**src/rtl/framer_pkg.sv**
```systemverilog
package framer_pkg;
    localparam int OP_W = 8;

    typedef enum logic [1:0] {
        ST_GATHER,
        ST_ISSUE,
        ST_HANDOFF
    } fr_state_e;

    typedef enum logic [1:0] {
        TP_NONE,
        TP_WORD4,
        TP_WORD5
    } tpage_src_e;

    typedef struct packed {
        logic [3:0] extra;
        logic       dirty;
        logic       is_env;
        logic       is_xfer;
        logic       xfer_rd;
        tpage_src_e tpage;
    } op_info_t;
endpackage

```
**src/rtl/framer_op_decode.sv**
```systemverilog
module framer_op_decode
    import framer_pkg::*;
(
    input  logic [OP_W-1:0] op_i,
    output op_info_t        info_o
);
    always_comb begin
        info_o = '0;
        if (op_i[7:5] == 3'b001) begin
            unique case (op_i[4:2])
                3'd0: info_o.extra = 4'd3;
                3'd1: info_o.extra = 4'd6;
                3'd2: info_o.extra = 4'd4;
                3'd3: info_o.extra = 4'd8;
                3'd4: info_o.extra = 4'd5;
                3'd5: info_o.extra = 4'd8;
                3'd6: info_o.extra = 4'd7;
                3'd7: info_o.extra = 4'd11;
            endcase
        end else if (op_i[7:6] == 2'b01) begin
            unique case (op_i[5:2])
                4'd0, 4'd8:                info_o.extra = 4'd2;
                4'd1, 4'd5:                info_o.extra = 4'd0;
                4'd2, 4'd3, 4'd4, 4'd9:    info_o.extra = 4'd3;
                4'd6, 4'd7:                info_o.extra = 4'd4;
                4'd10, 4'd12, 4'd14:       info_o.extra = 4'd1;
                default:                   info_o.extra = 4'd2;
            endcase
        end else begin
            unique case (op_i)
                8'h02, 8'hA0, 8'hC0: info_o.extra = 4'd2;
                8'h80:               info_o.extra = 4'd3;
                default:             info_o.extra = 4'd0;
            endcase
        end
        info_o.dirty   = (op_i >= 8'h02) && (op_i < 8'hC0);
        info_o.is_env  = (op_i[7:3] == 5'b11100);
        info_o.is_xfer = (op_i == 8'hA0) || (op_i == 8'hC0);
        info_o.xfer_rd = (op_i == 8'hC0);
        if ((op_i & 8'hF4) == 8'h24)
            info_o.tpage = TP_WORD4;
        else if ((op_i & 8'hF4) == 8'h34)
            info_o.tpage = TP_WORD5;
    end
endmodule

```
**src/rtl/framer_env_bank.sv**
```systemverilog
module framer_env_bank #(
    parameter int DATA_W     = 32,
    parameter int NUM_ENV    = 8,
    parameter int TPAGE_BITS = 9
) (
    input  logic                           clk,
    input  logic                           rst_n,
    input  logic                           set_en,
    input  logic [$clog2(NUM_ENV)-1:0]     set_idx,
    input  logic [DATA_W-1:0]              set_data,
    input  logic                           tp_en,
    input  logic [TPAGE_BITS-1:0]          tp_bits,
    output logic [NUM_ENV-1:0][DATA_W-1:0] env_q,
    output logic [12:0]                    status_low
);
    localparam int TP_REG   = 1;
    localparam int MASK_REG = 6;
    localparam int MIRROR_W = 11;

    always_ff @(posedge clk or negedge rst_n) begin
        if (!rst_n) begin
            env_q <= '0;
        end else begin
            if (set_en)
                env_q[set_idx] <= set_data;
            if (tp_en)
                env_q[TP_REG][TPAGE_BITS-1:0] <= tp_bits;
        end
    end

    always_comb status_low = {env_q[MASK_REG][1:0], env_q[TP_REG][MIRROR_W-1:0]};

    assert_env_hold_R5: assert property (@(posedge clk) disable iff (!rst_n)
        !(set_en || tp_en) |=> $stable(env_q));
    assert_tpage_upper_kept_R6: assert property (@(posedge clk) disable iff (!rst_n)
        (tp_en && !set_en) |=>
            env_q[TP_REG][DATA_W-1:TPAGE_BITS] == $past(env_q[TP_REG][DATA_W-1:TPAGE_BITS]));
endmodule

```
**src/rtl/cmd_packet_framer.sv**
```systemverilog
module cmd_packet_framer
    import framer_pkg::*;
#(
    parameter int DATA_W     = 32,
    parameter int NUM_ENV    = 8,
    parameter int MAX_WORDS  = 12,
    parameter int TPAGE_BITS = 9
) (
    input  logic                           clk,
    input  logic                           rst_n,
    input  logic                           in_valid,
    input  logic [DATA_W-1:0]              in_data,
    output logic                           in_ready,
    output logic                           pkt_valid,
    output logic [DATA_W-1:0]              pkt_data,
    output logic                           pkt_first,
    output logic                           pkt_last,
    output logic [NUM_ENV-1:0][DATA_W-1:0] env_regs,
    output logic [12:0]                    status_low,
    output logic                           frame_dirty,
    output logic                           xfer_start,
    output logic                           xfer_read,
    output logic [DATA_W-1:0]              xfer_pos,
    output logic [DATA_W-1:0]              xfer_size,
    input  logic                           xfer_done
);
    localparam int IDX_W     = $clog2(MAX_WORDS);
    localparam int BUF_DEPTH = 1 << IDX_W;
    localparam int ENV_IDX_W = $clog2(NUM_ENV);

    fr_state_e         state, state_nxt;
    logic [DATA_W-1:0] pbuf [BUF_DEPTH];
    logic [IDX_W-1:0]  fill, emit_idx, last_idx_q;
    logic [OP_W-1:0]   op_q, dec_op;
    logic              xfer_start_q, xfer_rd_q, dirty_q;
    op_info_t          cur;
    logic              accept, pkt_done;
    logic [DATA_W-1:0] tp_word;

    assign dec_op   = (fill == '0) ? in_data[DATA_W-1 -: OP_W] : op_q;
    assign accept   = in_valid && (state == ST_GATHER);
    assign pkt_done = accept && (fill == IDX_W'(cur.extra));
    assign tp_word  = (cur.tpage == TP_WORD4) ? pbuf[4] : pbuf[5];

    framer_op_decode u_decode (
        .op_i   (dec_op),
        .info_o (cur)
    );

    framer_env_bank #(
        .DATA_W     (DATA_W),
        .NUM_ENV    (NUM_ENV),
        .TPAGE_BITS (TPAGE_BITS)
    ) u_env (
        .clk        (clk),
        .rst_n      (rst_n),
        .set_en     (pkt_done && cur.is_env),
        .set_idx    (dec_op[ENV_IDX_W-1:0]),
        .set_data   (in_data),
        .tp_en      (pkt_done && (cur.tpage != TP_NONE)),
        .tp_bits    (tp_word[TPAGE_BITS-1:0]),
        .env_q      (env_regs),
        .status_low (status_low)
    );

    // Next-state selection
    always_comb begin
        state_nxt = state;
        unique case (state)
            ST_GATHER:  if (pkt_done) state_nxt = cur.is_xfer ? ST_HANDOFF : ST_ISSUE;
            ST_ISSUE:   if (emit_idx == last_idx_q) state_nxt = ST_GATHER;
            ST_HANDOFF: if (xfer_done) state_nxt = ST_GATHER;
            default:    state_nxt = ST_GATHER;
        endcase
    end

    always_ff @(posedge clk or negedge rst_n) begin
        if (!rst_n) state <= ST_GATHER;
        else        state <= state_nxt;
    end

    // Packet word storage, no reset needed
    always_ff @(posedge clk) begin
        if (accept)
            pbuf[fill] <= in_data;
    end

    always_ff @(posedge clk or negedge rst_n) begin
        if (!rst_n) begin
            fill         <= '0;
            op_q         <= '0;
            last_idx_q   <= '0;
            emit_idx     <= '0;
            xfer_start_q <= 1'b0;
            xfer_rd_q    <= 1'b0;
            dirty_q      <= 1'b0;
        end else begin
            xfer_start_q <= 1'b0;
            dirty_q      <= 1'b0;
            if (accept) begin
                if (fill == '0) op_q <= dec_op;
                if (pkt_done) begin
                    fill         <= '0;
                    last_idx_q   <= IDX_W'(cur.extra);
                    dirty_q      <= cur.dirty;
                    xfer_start_q <= cur.is_xfer;
                    xfer_rd_q    <= cur.xfer_rd;
                end else begin
                    fill <= fill + 1'b1;
                end
            end
            emit_idx <= (state == ST_ISSUE) ? emit_idx + 1'b1 : '0;
        end
    end

    // Outputs
    always_comb begin
        in_ready    = (state == ST_GATHER);
        pkt_valid   = (state == ST_ISSUE);
        pkt_data    = pbuf[emit_idx];
        pkt_first   = pkt_valid && (emit_idx == '0);
        pkt_last    = pkt_valid && (emit_idx == last_idx_q);
        frame_dirty = dirty_q;
        xfer_start  = xfer_start_q;
        xfer_read   = xfer_rd_q;
        xfer_pos    = pbuf[1];
        xfer_size   = pbuf[2];
    end

    assert_ready_low_emit_R4: assert property (@(posedge clk) disable iff (!rst_n)
        pkt_valid |-> !in_ready);
    assert_burst_continues_R3: assert property (@(posedge clk) disable iff (!rst_n)
        (pkt_valid && !pkt_last) |=> (pkt_valid && !pkt_first));
    assert_burst_ends_R3: assert property (@(posedge clk) disable iff (!rst_n)
        (pkt_valid && pkt_last) |=> !pkt_valid);
    assert_xfer_not_emitted_R8: assert property (@(posedge clk) disable iff (!rst_n)
        xfer_start |-> (!pkt_valid && !in_ready));
    assert_xfer_single_pulse_R8: assert property (@(posedge clk) disable iff (!rst_n)
        xfer_start |=> !xfer_start);
    assert_release_after_done_R9: assert property (@(posedge clk) disable iff (!rst_n)
        (state == ST_HANDOFF && xfer_done) |=> in_ready);
endmodule

```
**config.mk**
```make
export PLATFORM = sky130hd
export DESIGN_NAME = cmd_packet_framer
export DESIGN_NICKNAME = d
export VERILOG_FILES = /design/src/rtl/framer_pkg.sv /design/src/rtl/framer_op_decode.sv /design/src/rtl/framer_env_bank.sv /design/src/rtl/cmd_packet_framer.sv
export SDC_FILE = /design/constraint.sdc
export NUM_CORES = 1
export LEC_CHECK = 0
export BUFFER_PORTS_ARGS = -buffer_cell sky130_fd_sc_hd__buf_2
export CAP_MARGIN = 15
export CORE_MARGIN = 10
export CORE_UTILIZATION = 34
export DETAILED_ROUTE_END_ITERATION = 6
export GPL_ROUTABILITY_DRIVEN = 0
export PLACE_DENSITY = 0.63
export SETUP_SLACK_MARGIN = 0.4
export SLEW_MARGIN = 25
export SYNTH_ARGS = -nofsm -noshare
export SYNTH_HDL_FRONTEND = slang
export SYNTH_SLANG_ARGS = --single-unit
```
**constraint.sdc**
```tcl
create_clock -name clk -period 5.65 [get_ports clk]
set_input_delay 0.8475 -clock clk [delete_from_list [all_inputs] [get_ports clk]]
set_output_delay 0.8475 -clock clk [all_outputs]
set_load 0.01 [all_outputs]
```
==> flow_metrics.env, run 1 <==
export IMPL_grt_max_degree=138
export IMPL_synth_xor_area_frac=0.00333
export IMPL_ys_async_sr_fraction=0.354
export IMPL_top_layer="met4"
export IMPL_synthAdderAreaFrac=0.00436
export IMPL_timing_setup_tns_ns=0
export IMPL_synth_top_family_by_area="multiplexers"
export IMPL_worstPathMaxFanout=24
export IMPL_syn_nets=1879
export IMPL_drt_iter0_markers=1154
export IMPL_setup_violations=0
export IMPL_post_place_cells=3411
export IMPL_grt_overflow=0
export IMPL_numPortBuffers=407
export IMPL_yosysSeqAreaShare=0.710
export IMPL_start_util=0.343
export IMPL_netlist_area_sq_mm=0.0316
export IMPL_finalNonFillerCells=3573
export IMPL_wl_met3_microns=5530
export IMPL_cts_buffers=84
export IMPL_clockBufferDepth=3
export IMPL_ys_ff_latch=793
export IMPL_worstHoldPathType="primary input to asynchronous set/reset pin"
export IMPL_path_class="register to register"
export IMPL_synth_edf_count=512
export IMPL_route_detailed_drc=0
export IMPL_cp_required_ns=6.15
export IMPL_grt_pass1_wl_microns=136000
export IMPL_nets=2302
export IMPL_antenna_found_initial=4
export IMPL_synth_cells=1832
export IMPL_outcome="finished clean"
export IMPL_grtUsageTotal=0.170
export IMPL_power_density_mw_per_mm2=420
export IMPL_rsz0062_at_grt="no"
export IMPL_irDropWorstVdd_mv=0.264
export IMPL_ios=408
export IMPL_die_h_microns=325
export IMPL_wl_met2_microns=44900
export IMPL_cts_reportedPaths_clkPinSlew_ns=0.06
export IMPL_cts_resized=0
export IMPL_crit_arrival_ns=5.45
export IMPL_cts_hold_buf=0
export IMPL_tightest_slew_ns=0.963
export IMPL_grt_pass1_vias=19656
export IMPL_wire_per_inst_microns=25.9
export IMPL_cts_tree="built"
export IMPL_insertion_delay_ns=0.63
export IMPL_cap_violations=0
export IMPL_cts_htree_levels=3
export IMPL_synth_compound_area_frac=0.0468
export IMPL_core_sq_mm=0.0919
export IMPL_m1WireLength_microns=40200
export IMPL_hold_viol=0
export IMPL_synth_mux_area_frac=0.181
export IMPL_synth_area_top_cells="edfxtp_1, dfrtp_1, mux2_2"
export IMPL_synth_top_area_frac=0.487
export IMPL_rows=111
export IMPL_postCtsSetupRepairBufs=0
export IMPL_netlist_top_cells_count="edfxtp_1, dfrtp_1, mux2_2"
export IMPL_cts_sinks=793
export IMPL_fin_skew_ns=0.0255
export IMPL_n_fill_cell=8368
export IMPL_synthSimpleGateAreaFrac=0.0337
export IMPL_synth_top_area_cell="edfxtp_1"
export IMPL_dr_pass1_iters=5
export IMPL_yosysMostFrequentCell="edfxtp_1"
export IMPL_relSlewSlack=0.349
export IMPL_crit_path_end_kind="register"
export IMPL_dp_hpwl_microns=59200
export IMPL_cts_root_buf="clkbuf_16"
export IMPL_fmax_mhz=202
export IMPL_syn2layout_area_growth_pct=20.1
export IMPL_postRouteAntennaNets=0
export IMPL_seqCellArea_sq_mm=0.0224
export IMPL_via_per_inst=5.12
export IMPL_multiInputGateArea_sq_mm=0.00864
export IMPL_die_width_microns=325
export IMPL_cp_start_kind="register"
export IMPL_synth_warning_count=0
export IMPL_ys_types=59
export IMPL_p_leak_nw=15.4
export IMPL_postRouteWirelength_microns=92400
export IMPL_synth_main_ff_cell="edfxtp_1"
export IMPL_finalCriticalPeriod_ns=4.95
export IMPL_timing_final_crit_share=0.876
export IMPL_dieArea_sq_mm=0.105
export IMPL_finalMaxSlewViolations=0
export IMPL_syn_avg_cell_area_sq_um=17.2
export IMPL_vias=18289
export IMPL_final_layout_size_suffix_gt1_frac=0.414
-- routing by layer --
metal | up-vias | track usage
li1 | 7938 | -
met1 | 9665 | 0.221
met2 | 577 | 0.284
met3 | 109 | 0.0406
met4 | 0 | 0.0439
met5 | - | 0
-- power breakdown --
part / switching, mW / internal, mW / total [mW]
sequential: 0.420 / 6.77 / 7.19
clock: 2.27 / 3.15 / 5.42
combinational: 2.00 / 1.33 / 3.33
-- final timing paths --
kind / from / slack (ns) / depth (start not counted) / end
worst min-delay path: rst_n / 0.21 / 1 / u_env.env_q[124]$_DFFE_PN0P_
max in group asynchronous: rst_n / 4.02 / 2 / emit_idx[0]$_DFF_PN0_
worst max-delay path: fill[0]$_DFFE_PN0P_ / 0.70 / 16 / u_env.env_q[160]$_DFFE_PN0P_
worst max register to register: fill[0]$_DFFE_PN0P_ / 0.70 / 16 / u_env.env_q[160]$_DFFE_PN0P_
min in group clk: state[1]$_DFFE_PN0P_ / 0.47 / 1 / state[0]$_DFFE_PN0P_
worst min register to register: state[1]$_DFFE_PN0P_ / 0.47 / 1 / state[0]$_DFFE_PN0P_
-- sequential cells by signal (all words and copies together) (netlist names) --
| register | flops |
|---|---|
| u_env.env_q | 256 |
| fill | 4 |
| xfer_read | 1 |
| xfer_start | 1 |
| frame_dirty | 1 |
| state | 2 |
| last_idx_q | 4 |
| emit_idx | 4 |
| op_q | 8 |
| pbuf | 512 |
-- critical path: stages, from the launching register on --
cell,delay [ns]
dfrtp_1,0.43
inv_1,0.20
ha_1,0.23
nor3b_4,0.36
a21o_1,0.26
inv_1,0.10
ha_1,0.28
nor2b_1,0.17
nand4_1,0.11
o31ai_1,0.12
a2111o_1,0.46
a21o_1,0.19
a2111o_1,0.61
buf_4,0.31
nor3_4,0.20
buf_4,0.36
mux2_2,0.39
-- per-stage QoR --
step	worst slack (ns)	utilization	hold WS, ns	total power, mW	cell area, sq um
finish	0.699	0.412	0.210	15.9	37900
global route	0.415	0.412	0.230	16.7	37900
CTS	0.676	0.412	0.182	16.1	37900
detailed placement	0.691	0.382	0.469	10.7	35100
global placement	0.763	0.382	0.457	10.6	35100
floorplan	1.18	-	0.431	9.28	31600
-- layout make-up --
| cell class | instances | share of cell area |
|---|---|---|
| diodes | 5 | 0.000330 |
| clock buffers | 111 | 0.0626 |
| clock inverters | 45 | 0.00987 |
| inverters | 11 | 0.00116 |
| multi-input cells | 907 | 0.228 |
| flip-flops and latches | 793 | 0.591 |
| well taps | 1243 | 0.0410 |
| repair buffers | 458 | 0.0656 |
-- logic make-up after synthesis --
family,Yosys count
flip-flops,793
multiplexers,457
AO/OA/AOI/OAI,225
AND/OR/NAND/NOR,202
buffers and inverters,132
XOR/XNOR,12
adder cells (fa/ha/maj),11
-- cell usage in the layout, fill, tap and decap left out, drive strengths merged, types with 4 or more instances in the layout --
cell type    n
a2111oi      9
a21oi       48
a221oi      32
a22oi       32
and2         5
and3        13
buf        458
bufinv       4
clkbuf     111
clkinv      31
clkinvlp     7
dfrtp      281
diode        5
edfxtp     512
ha          11
inv         14
mux2       281
mux2i      112
mux4        64
nand2       80
nand2b       7
nand3        9
nand4        5
nor2        35
nor2b       13
nor3        14
nor3b        6
o211ai       9
o21ai       65
o31ai       10
xnor2        7
xor2         5
Power figures use the tool's default switching activity.
==> inputs of run 2 (changes only) <==
--- a/config.mk
+++ b/config.mk
@@ -9,6 +9,8 @@
 export CAP_MARGIN = 15
 export CORE_MARGIN = 10
 export CORE_UTILIZATION = 34
+export CTS_BUF_LIST = sky130_fd_sc_hd__clkbuf_4 sky130_fd_sc_hd__clkbuf_8
+export CTS_CLUSTER_SIZE = 24
 export DETAILED_ROUTE_END_ITERATION = 6
 export GPL_ROUTABILITY_DRIVEN = 0
 export PLACE_DENSITY = 0.63
==> run 2 against run 1 <==
Compared with the run above: global-route usage up 0.21 points; clock skew up 0.0046 ns; wire length up 0.51%; final area down 0.20%; first-iteration DRC count down 7.4%; combinational power about the same; hold slack worse by 0.15 ns; non-clock buffer count unchanged; clock power down 5.2%.
==> flow_metrics.env, run 2 (same netlist as run 1, synthesis figures left out) <==
export IMPL_rr_endpoint="u_env.env_q[47]$_DFFE_PN0P_"
export IMPL_die_width_microns=325
export IMPL_worst_slack_ns=0.698
export IMPL_dieArea_sq_mm=0.105
export IMPL_power_density_mw_per_mm2=414
export IMPL_cap_violations=0
export IMPL_cts_sinks=793
export IMPL_m1WireLength_microns=39600
export IMPL_worstPathMaxFanout=14
export IMPL_postRouteWirelength_microns=92900
export IMPL_core_sq_mm=0.0919
export IMPL_n_fill_cell=8427
export IMPL_finalMaxSlewViolations=0
export IMPL_cp_start_kind="register"
export IMPL_ios=408
export IMPL_timing_setup_tns_ns=0
export IMPL_cts_buffers=137
export IMPL_path_class="register to register"
export IMPL_fmax_mhz=202
export IMPL_postCtsSetupRepairBufs=0
export IMPL_outcome="finished clean"
export IMPL_largest_reg_flops=512
export IMPL_grtUsageTotal=0.173
export IMPL_dp_hpwl_microns=59200
export IMPL_die_h_microns=325
export IMPL_grt_pass1_wl_microns=137000
export IMPL_timing_final_crit_share=0.876
export IMPL_irDropWorstVdd_mv=0.243
export IMPL_r2r_cells=16
export IMPL_dr_pass1_iters=5
export IMPL_finalNonFillerCells=3649
export IMPL_vias=18503
export IMPL_most_common_layout_cells="edfxtp_1, buf_2, dfrtp_1, mux2_2, clkbuf_8"
export IMPL_cts_root_buf="clkbuf_8"
export IMPL_finalCriticalPeriod_ns=4.95
export IMPL_wl_met2_microns=45100
export IMPL_place_ws_ns=0.691
export IMPL_fin_skew_ns=0.0301
export IMPL_p_leak_nw=15.5
export IMPL_wire_per_inst_microns=25.5
export IMPL_grt_overflow=0
export IMPL_post_place_cells=3411
export IMPL_relSlewSlack=0.352
export IMPL_hold_viol=0
export IMPL_worstHoldPathType="primary input to asynchronous set/reset pin"
export IMPL_cts_tree="built"
export IMPL_regMostFlops="pbuf"
export IMPL_timing_hold_ws_ns=0.0581
export IMPL_clockBufferDepth=3
export IMPL_route_detailed_drc=0
export IMPL_rsz0062_at_grt="no"
export IMPL_tightest_slew_ns=0.973
export IMPL_crit_path_end_kind="register"
export IMPL_postRouteAntennaNets=0
export IMPL_drt_iter0_markers=1069
export IMPL_layout_commonest_cell="edfxtp_1"
export IMPL_crit_arrival_ns=5.59
export IMPL_syn2layout_area_growth_pct=19.9
export IMPL_via_per_inst=5.07
export IMPL_reg_top3="pbuf x512, u_env.env_q x256, op_q x8"
export IMPL_grt_pass1_vias=20090
export IMPL_insertion_delay_ns=0.77
export IMPL_cts_htree_levels=4
export IMPL_grt_max_degree=138
export IMPL_rrSetupSlack_ns=0.70
export IMPL_start_util=0.343
export IMPL_r2r_start="fill[0]$_DFFE_PN0P_"
export IMPL_final_layout_size_suffix_gt1_frac=0.432
export IMPL_cp_required_ns=6.29
export IMPL_rows=111
export IMPL_numPortBuffers=407
export IMPL_top_layer="met4"
export IMPL_antenna_found_initial=7
export IMPL_wl_met3_microns=6540
export IMPL_cts_reportedPaths_clkPinSlew_ns=0.06
export IMPL_setup_violations=0
export IMPL_nets=2355
==> run 2: where the power goes <==
group	internal [mW]	switching, mW
combinational	1.33	2.00
sequential	6.77	0.420
clock	2.83	2.31
==> run 2: layout make-up <==
| class | count | area, sq um | share of cell area |
|---|---|---|---|
| Tap cell | 1243 | 1560 | 0.0411 |
| Multi-Input combinational cell | 907 | 8640 | 0.228 |
| Sequential cell | 793 | 22400 | 0.593 |
| Inverter | 11 | 43.8 | 0.00116 |
| Clock inverter | 51 | 387 | 0.0102 |
| Timing Repair Buffer | 458 | 2480 | 0.0656 |
| Antenna cell | 5 | 12.5 | 0.000331 |
| Clock buffer | 181 | 2290 | 0.0606 |
==> run 2: worst max-delay path, cell delays in order, from the launching register on <==
cell and delay [ns]:
dfrtp_1 0.42, inv_1 0.19, ha_1 0.23, nor3b_4 0.36, a21o_1 0.26, inv_1 0.10
ha_1 0.29, nor2b_1 0.17, nand4_1 0.11, o31ai_1 0.12, a2111o_1 0.47, a21o_1 0.19
a2111o_1 0.61, buf_4 0.32, nor3_4 0.24, buf_4 0.33, mux2_2 0.39
==> run 2: what timing repair did <==
item,CTS,global route
gates resized for setup,0,2
hold buffers,0,0
endpoints found under the setup margin,0,154
==> run 2: per-layer routing <==
layer / up-vias / track usage
met5: - / 0
met4: 0 / 0.0449
met3: 118 / 0.0516
met2: 648 / 0.285
met1: 9685 / 0.219
li1: 8052 / -
==> run 2: worst max-delay path by stage <==
stage	end	slack, ns	start	cells after the start
2_1_floorplan	u_env.env_q[53]$_DFFE_PN0P_	1.18	fill[0]$_DFFE_PN0P_	18
3_3_place_gp	u_env.env_q[49]$_DFFE_PN0P_	0.76	fill[0]$_DFFE_PN0P_	16
3_5_place_dp	u_env.env_q[160]$_DFFE_PN0P_	0.69	fill[0]$_DFFE_PN0P_	16
4_1_cts	u_env.env_q[160]$_DFFE_PN0P_	0.69	fill[0]$_DFFE_PN0P_	16
5_1_grt	u_env.env_q[160]$_DFFE_PN0P_	0.42	fill[0]$_DFFE_PN0P_	16
6_report	u_env.env_q[47]$_DFFE_PN0P_	0.70	fill[0]$_DFFE_PN0P_	16
==> run 2: stage by stage <==
| stage | utilization | area (sq um) | total power [mW] |
|---|---|---|---|
| after detailed placement | 0.382 | 35100 | 10.7 |
| after global routing | 0.411 | 37800 | 16.4 |
| after CTS | 0.411 | 37800 | 15.9 |
| after floorplan | - | 31600 | 9.28 |
| after global placement | 0.382 | 35100 | 10.6 |
| final | 0.411 | 37800 | 15.7 |
==> inputs of run 3 (changes only) <==
--- a/config.mk
+++ b/config.mk
@@ -14,6 +14,7 @@
 export DETAILED_ROUTE_END_ITERATION = 6
 export GPL_ROUTABILITY_DRIVEN = 0
 export PLACE_DENSITY = 0.63
+export REMOVE_ABC_BUFFERS = 1
 export SETUP_SLACK_MARGIN = 0.4
 export SLEW_MARGIN = 25
 export SYNTH_ARGS = -nofsm -noshare
==> run 3 against run 2 <==
Compared with the run above: clock power rose by 3%; critical path depth did not move; sequential share of layout area fell by 0.17 points; maximum frequency rose by 0.34%; count of clock-buffer cells in the layout rose by 18; clock skew rose by 0.0045 ns; register-to-register slack improved by 0.02 ns; critical path type unchanged; largest cell class unchanged; largest power group unchanged.
==> flow_metrics.env, run 3 (same netlist as run 1, synthesis figures left out) <==
export IMPL_layout_commonest_cell="edfxtp_1"
export IMPL_hold_viol=0
export IMPL_grt_overflow=0
export IMPL_seqCellArea_sq_mm=0.0224
export IMPL_most_common_layout_cells="edfxtp_1, buf_2, dfrtp_1, mux2_2, clkbuf_8"
export IMPL_numPortBuffers=407
export IMPL_outcome="finished clean"
export IMPL_n_fill_cell=8373
export IMPL_relSlewSlack=0.351
export IMPL_die_h_microns=325
export IMPL_crit_arrival_ns=5.59
export IMPL_vias=18530
export IMPL_setup_violations=0
export IMPL_grtUsageTotal=0.167
export IMPL_crit_path_end_kind="register"
export IMPL_cts_root_buf="clkbuf_8"
export IMPL_dr_pass1_iters=5
export IMPL_post_place_cells=3406
export IMPL_route_detailed_drc=0
export IMPL_power_density_mw_per_mm2=416
export IMPL_antenna_found_initial=3
export IMPL_insertion_delay_ns=0.78
export IMPL_rsz0062_at_grt="no"
export IMPL_finalMaxSlewViolations=0
export IMPL_nets=2350
export IMPL_largest_reg_flops=512
export IMPL_fin_skew_ns=0.0346
export IMPL_ios=408
export IMPL_cts_sinks=793
export IMPL_post_route_util=0.413
export IMPL_path_class="register to register"
export IMPL_slowest_delay_ns=0.62
export IMPL_cp_required_ns=6.31
export IMPL_fmax_mhz=203
export IMPL_irDropWorstVdd_mv=0.304
export IMPL_dieArea_sq_mm=0.105
export IMPL_stdcell_area_sq_mm=0.0379
export IMPL_cts_reportedPaths_clkPinSlew_ns=0.06
export IMPL_critPathTopFamily="simple AND/OR/NAND/NOR gates"
export IMPL_die_width_microns=325
export IMPL_worstPathCellList="inv_1, ha_1, nor3b_2, nand2_1, nand2_1, inv_1, ha_1, nor2b_1, nand4_1, o31ai_2, a2111o_1, a21o_1, a2111o_2, nor3_4, buf_12, mux2_2"
export IMPL_cp_num_buf_inv=3
export IMPL_p_leak_nw=15.5
export IMPL_rows=111
export IMPL_postRouteWirelength_microns=89700
export IMPL_worstHoldPathType="primary input to register"
export IMPL_postRouteAntennaNets=0
export IMPL_final_layout_size_suffix_gt1_frac=0.433
export IMPL_timing_hold_ws_ns=0.393
export IMPL_place_ws_ns=0.603
export IMPL_reg_top3="pbuf x512, u_env.env_q x256, op_q x8"
export IMPL_grt_pass1_vias=20285
export IMPL_worstPathMaxFanout=27
export IMPL_wire_per_inst_microns=24.6
export IMPL_regMostFlops="pbuf"
export IMPL_cp_start_kind="register"
export IMPL_dp_hpwl_microns=56400
export IMPL_clockBufferDepth=3
export IMPL_finalNonFillerCells=3652
export IMPL_cts_htree_levels=4
export IMPL_tightest_slew_ns=0.974
export IMPL_cts_tree="built"
export IMPL_core_sq_mm=0.0919
export IMPL_cts_buffers=137
export IMPL_syn2layout_area_growth_pct=20.2
export IMPL_grt_max_degree=102
export IMPL_drt_iter0_markers=1327
export IMPL_slowest_stage="a2111o_2"
export IMPL_finalCriticalPeriod_ns=4.93
export IMPL_place_area_sq_mm=0.0351
export IMPL_start_util=0.343
export IMPL_worst_slack_ns=0.715
export IMPL_timing_setup_tns_ns=0
export IMPL_timing_final_crit_share=0.873
export IMPL_rrSetupSlack_ns=0.72
export IMPL_grt_pass1_wl_microns=134000
export IMPL_multiInputGateArea_sq_mm=0.00864
export IMPL_via_per_inst=5.07
export IMPL_cap_violations=0
export IMPL_total_power_mw=15.8
==> run 3: what timing repair did <==
item | 4_1_cts | 5_1_grt
gates resized for setup | 0 | 6
hold endpoints to repair | 61 | 0
buffers inserted | 0 | 0
setup endpoints to repair | 0 | 221
hold buffers | 1 | 0
==> run 3: worst reg2reg max path, stage by stage (launching register included) <==
cell and delay [ns]:
dfrtp_1 0.42, inv_1 0.21, ha_1 0.21, nor3b_2 0.50, nand2_1 0.13, nand2_1 0.16, inv_1 0.09, ha_1 0.30
nor2b_1 0.17, nand4_1 0.11, o31ai_2 0.11, a2111o_1 0.48, a21o_1 0.21, a2111o_2 0.62, nor3_4 0.45, buf_12 0.25
mux2_2 0.41
==> run 3: where the power goes <==
part | total (mW) | internal (mW) | leakage [nW] | switching (mW)
clock | 5.31 | 3.00 | 1.45 | 2.31
combinational | 3.30 | 1.31 | 5.56 | 1.98
sequential | 7.19 | 6.77 | 8.50 | 0.415
==> run 3: path summary, 6_finish.rpt <==
path / start / end / cells past startpoint
max reg2reg: fill[0]$_DFFE_PN0P_ / u_env.env_q[237]$_DFFE_PN0P_ / 16
max in group asynchronous: rst_n / u_env.env_q[120]$_DFFE_PN0P_ / 3
min reg2reg: state[1]$_DFFE_PN0P_ / state[0]$_DFFE_PN0P_ / 1
min: xfer_done / state[1]$_DFFE_PN0P_ / 3
min in group asynchronous: rst_n / u_env.env_q[102]$_DFFE_PN0P_ / 2
max: fill[0]$_DFFE_PN0P_ / u_env.env_q[237]$_DFFE_PN0P_ / 16
==> run 3: layout make-up <==
type | count | share of cell area
Clock buffer | 199 | 0.0641
Inverter | 11 | 0.00115
Tap cell | 1243 | 0.0410
Sequential cell | 793 | 0.591
Clock inverter | 42 | 0.00986
Multi-Input combinational cell | 907 | 0.228
Timing Repair Buffer | 453 | 0.0649
Antenna cell | 4 | 0.000264
==> run 3: layer usage <==
layer / global-route usage / share of wire
met5: 0 / 0
met4: 0.0473 / 0.019
met1: 0.211 / 0.42
met2: 0.274 / 0.48
met3: 0.0535 / 0.077
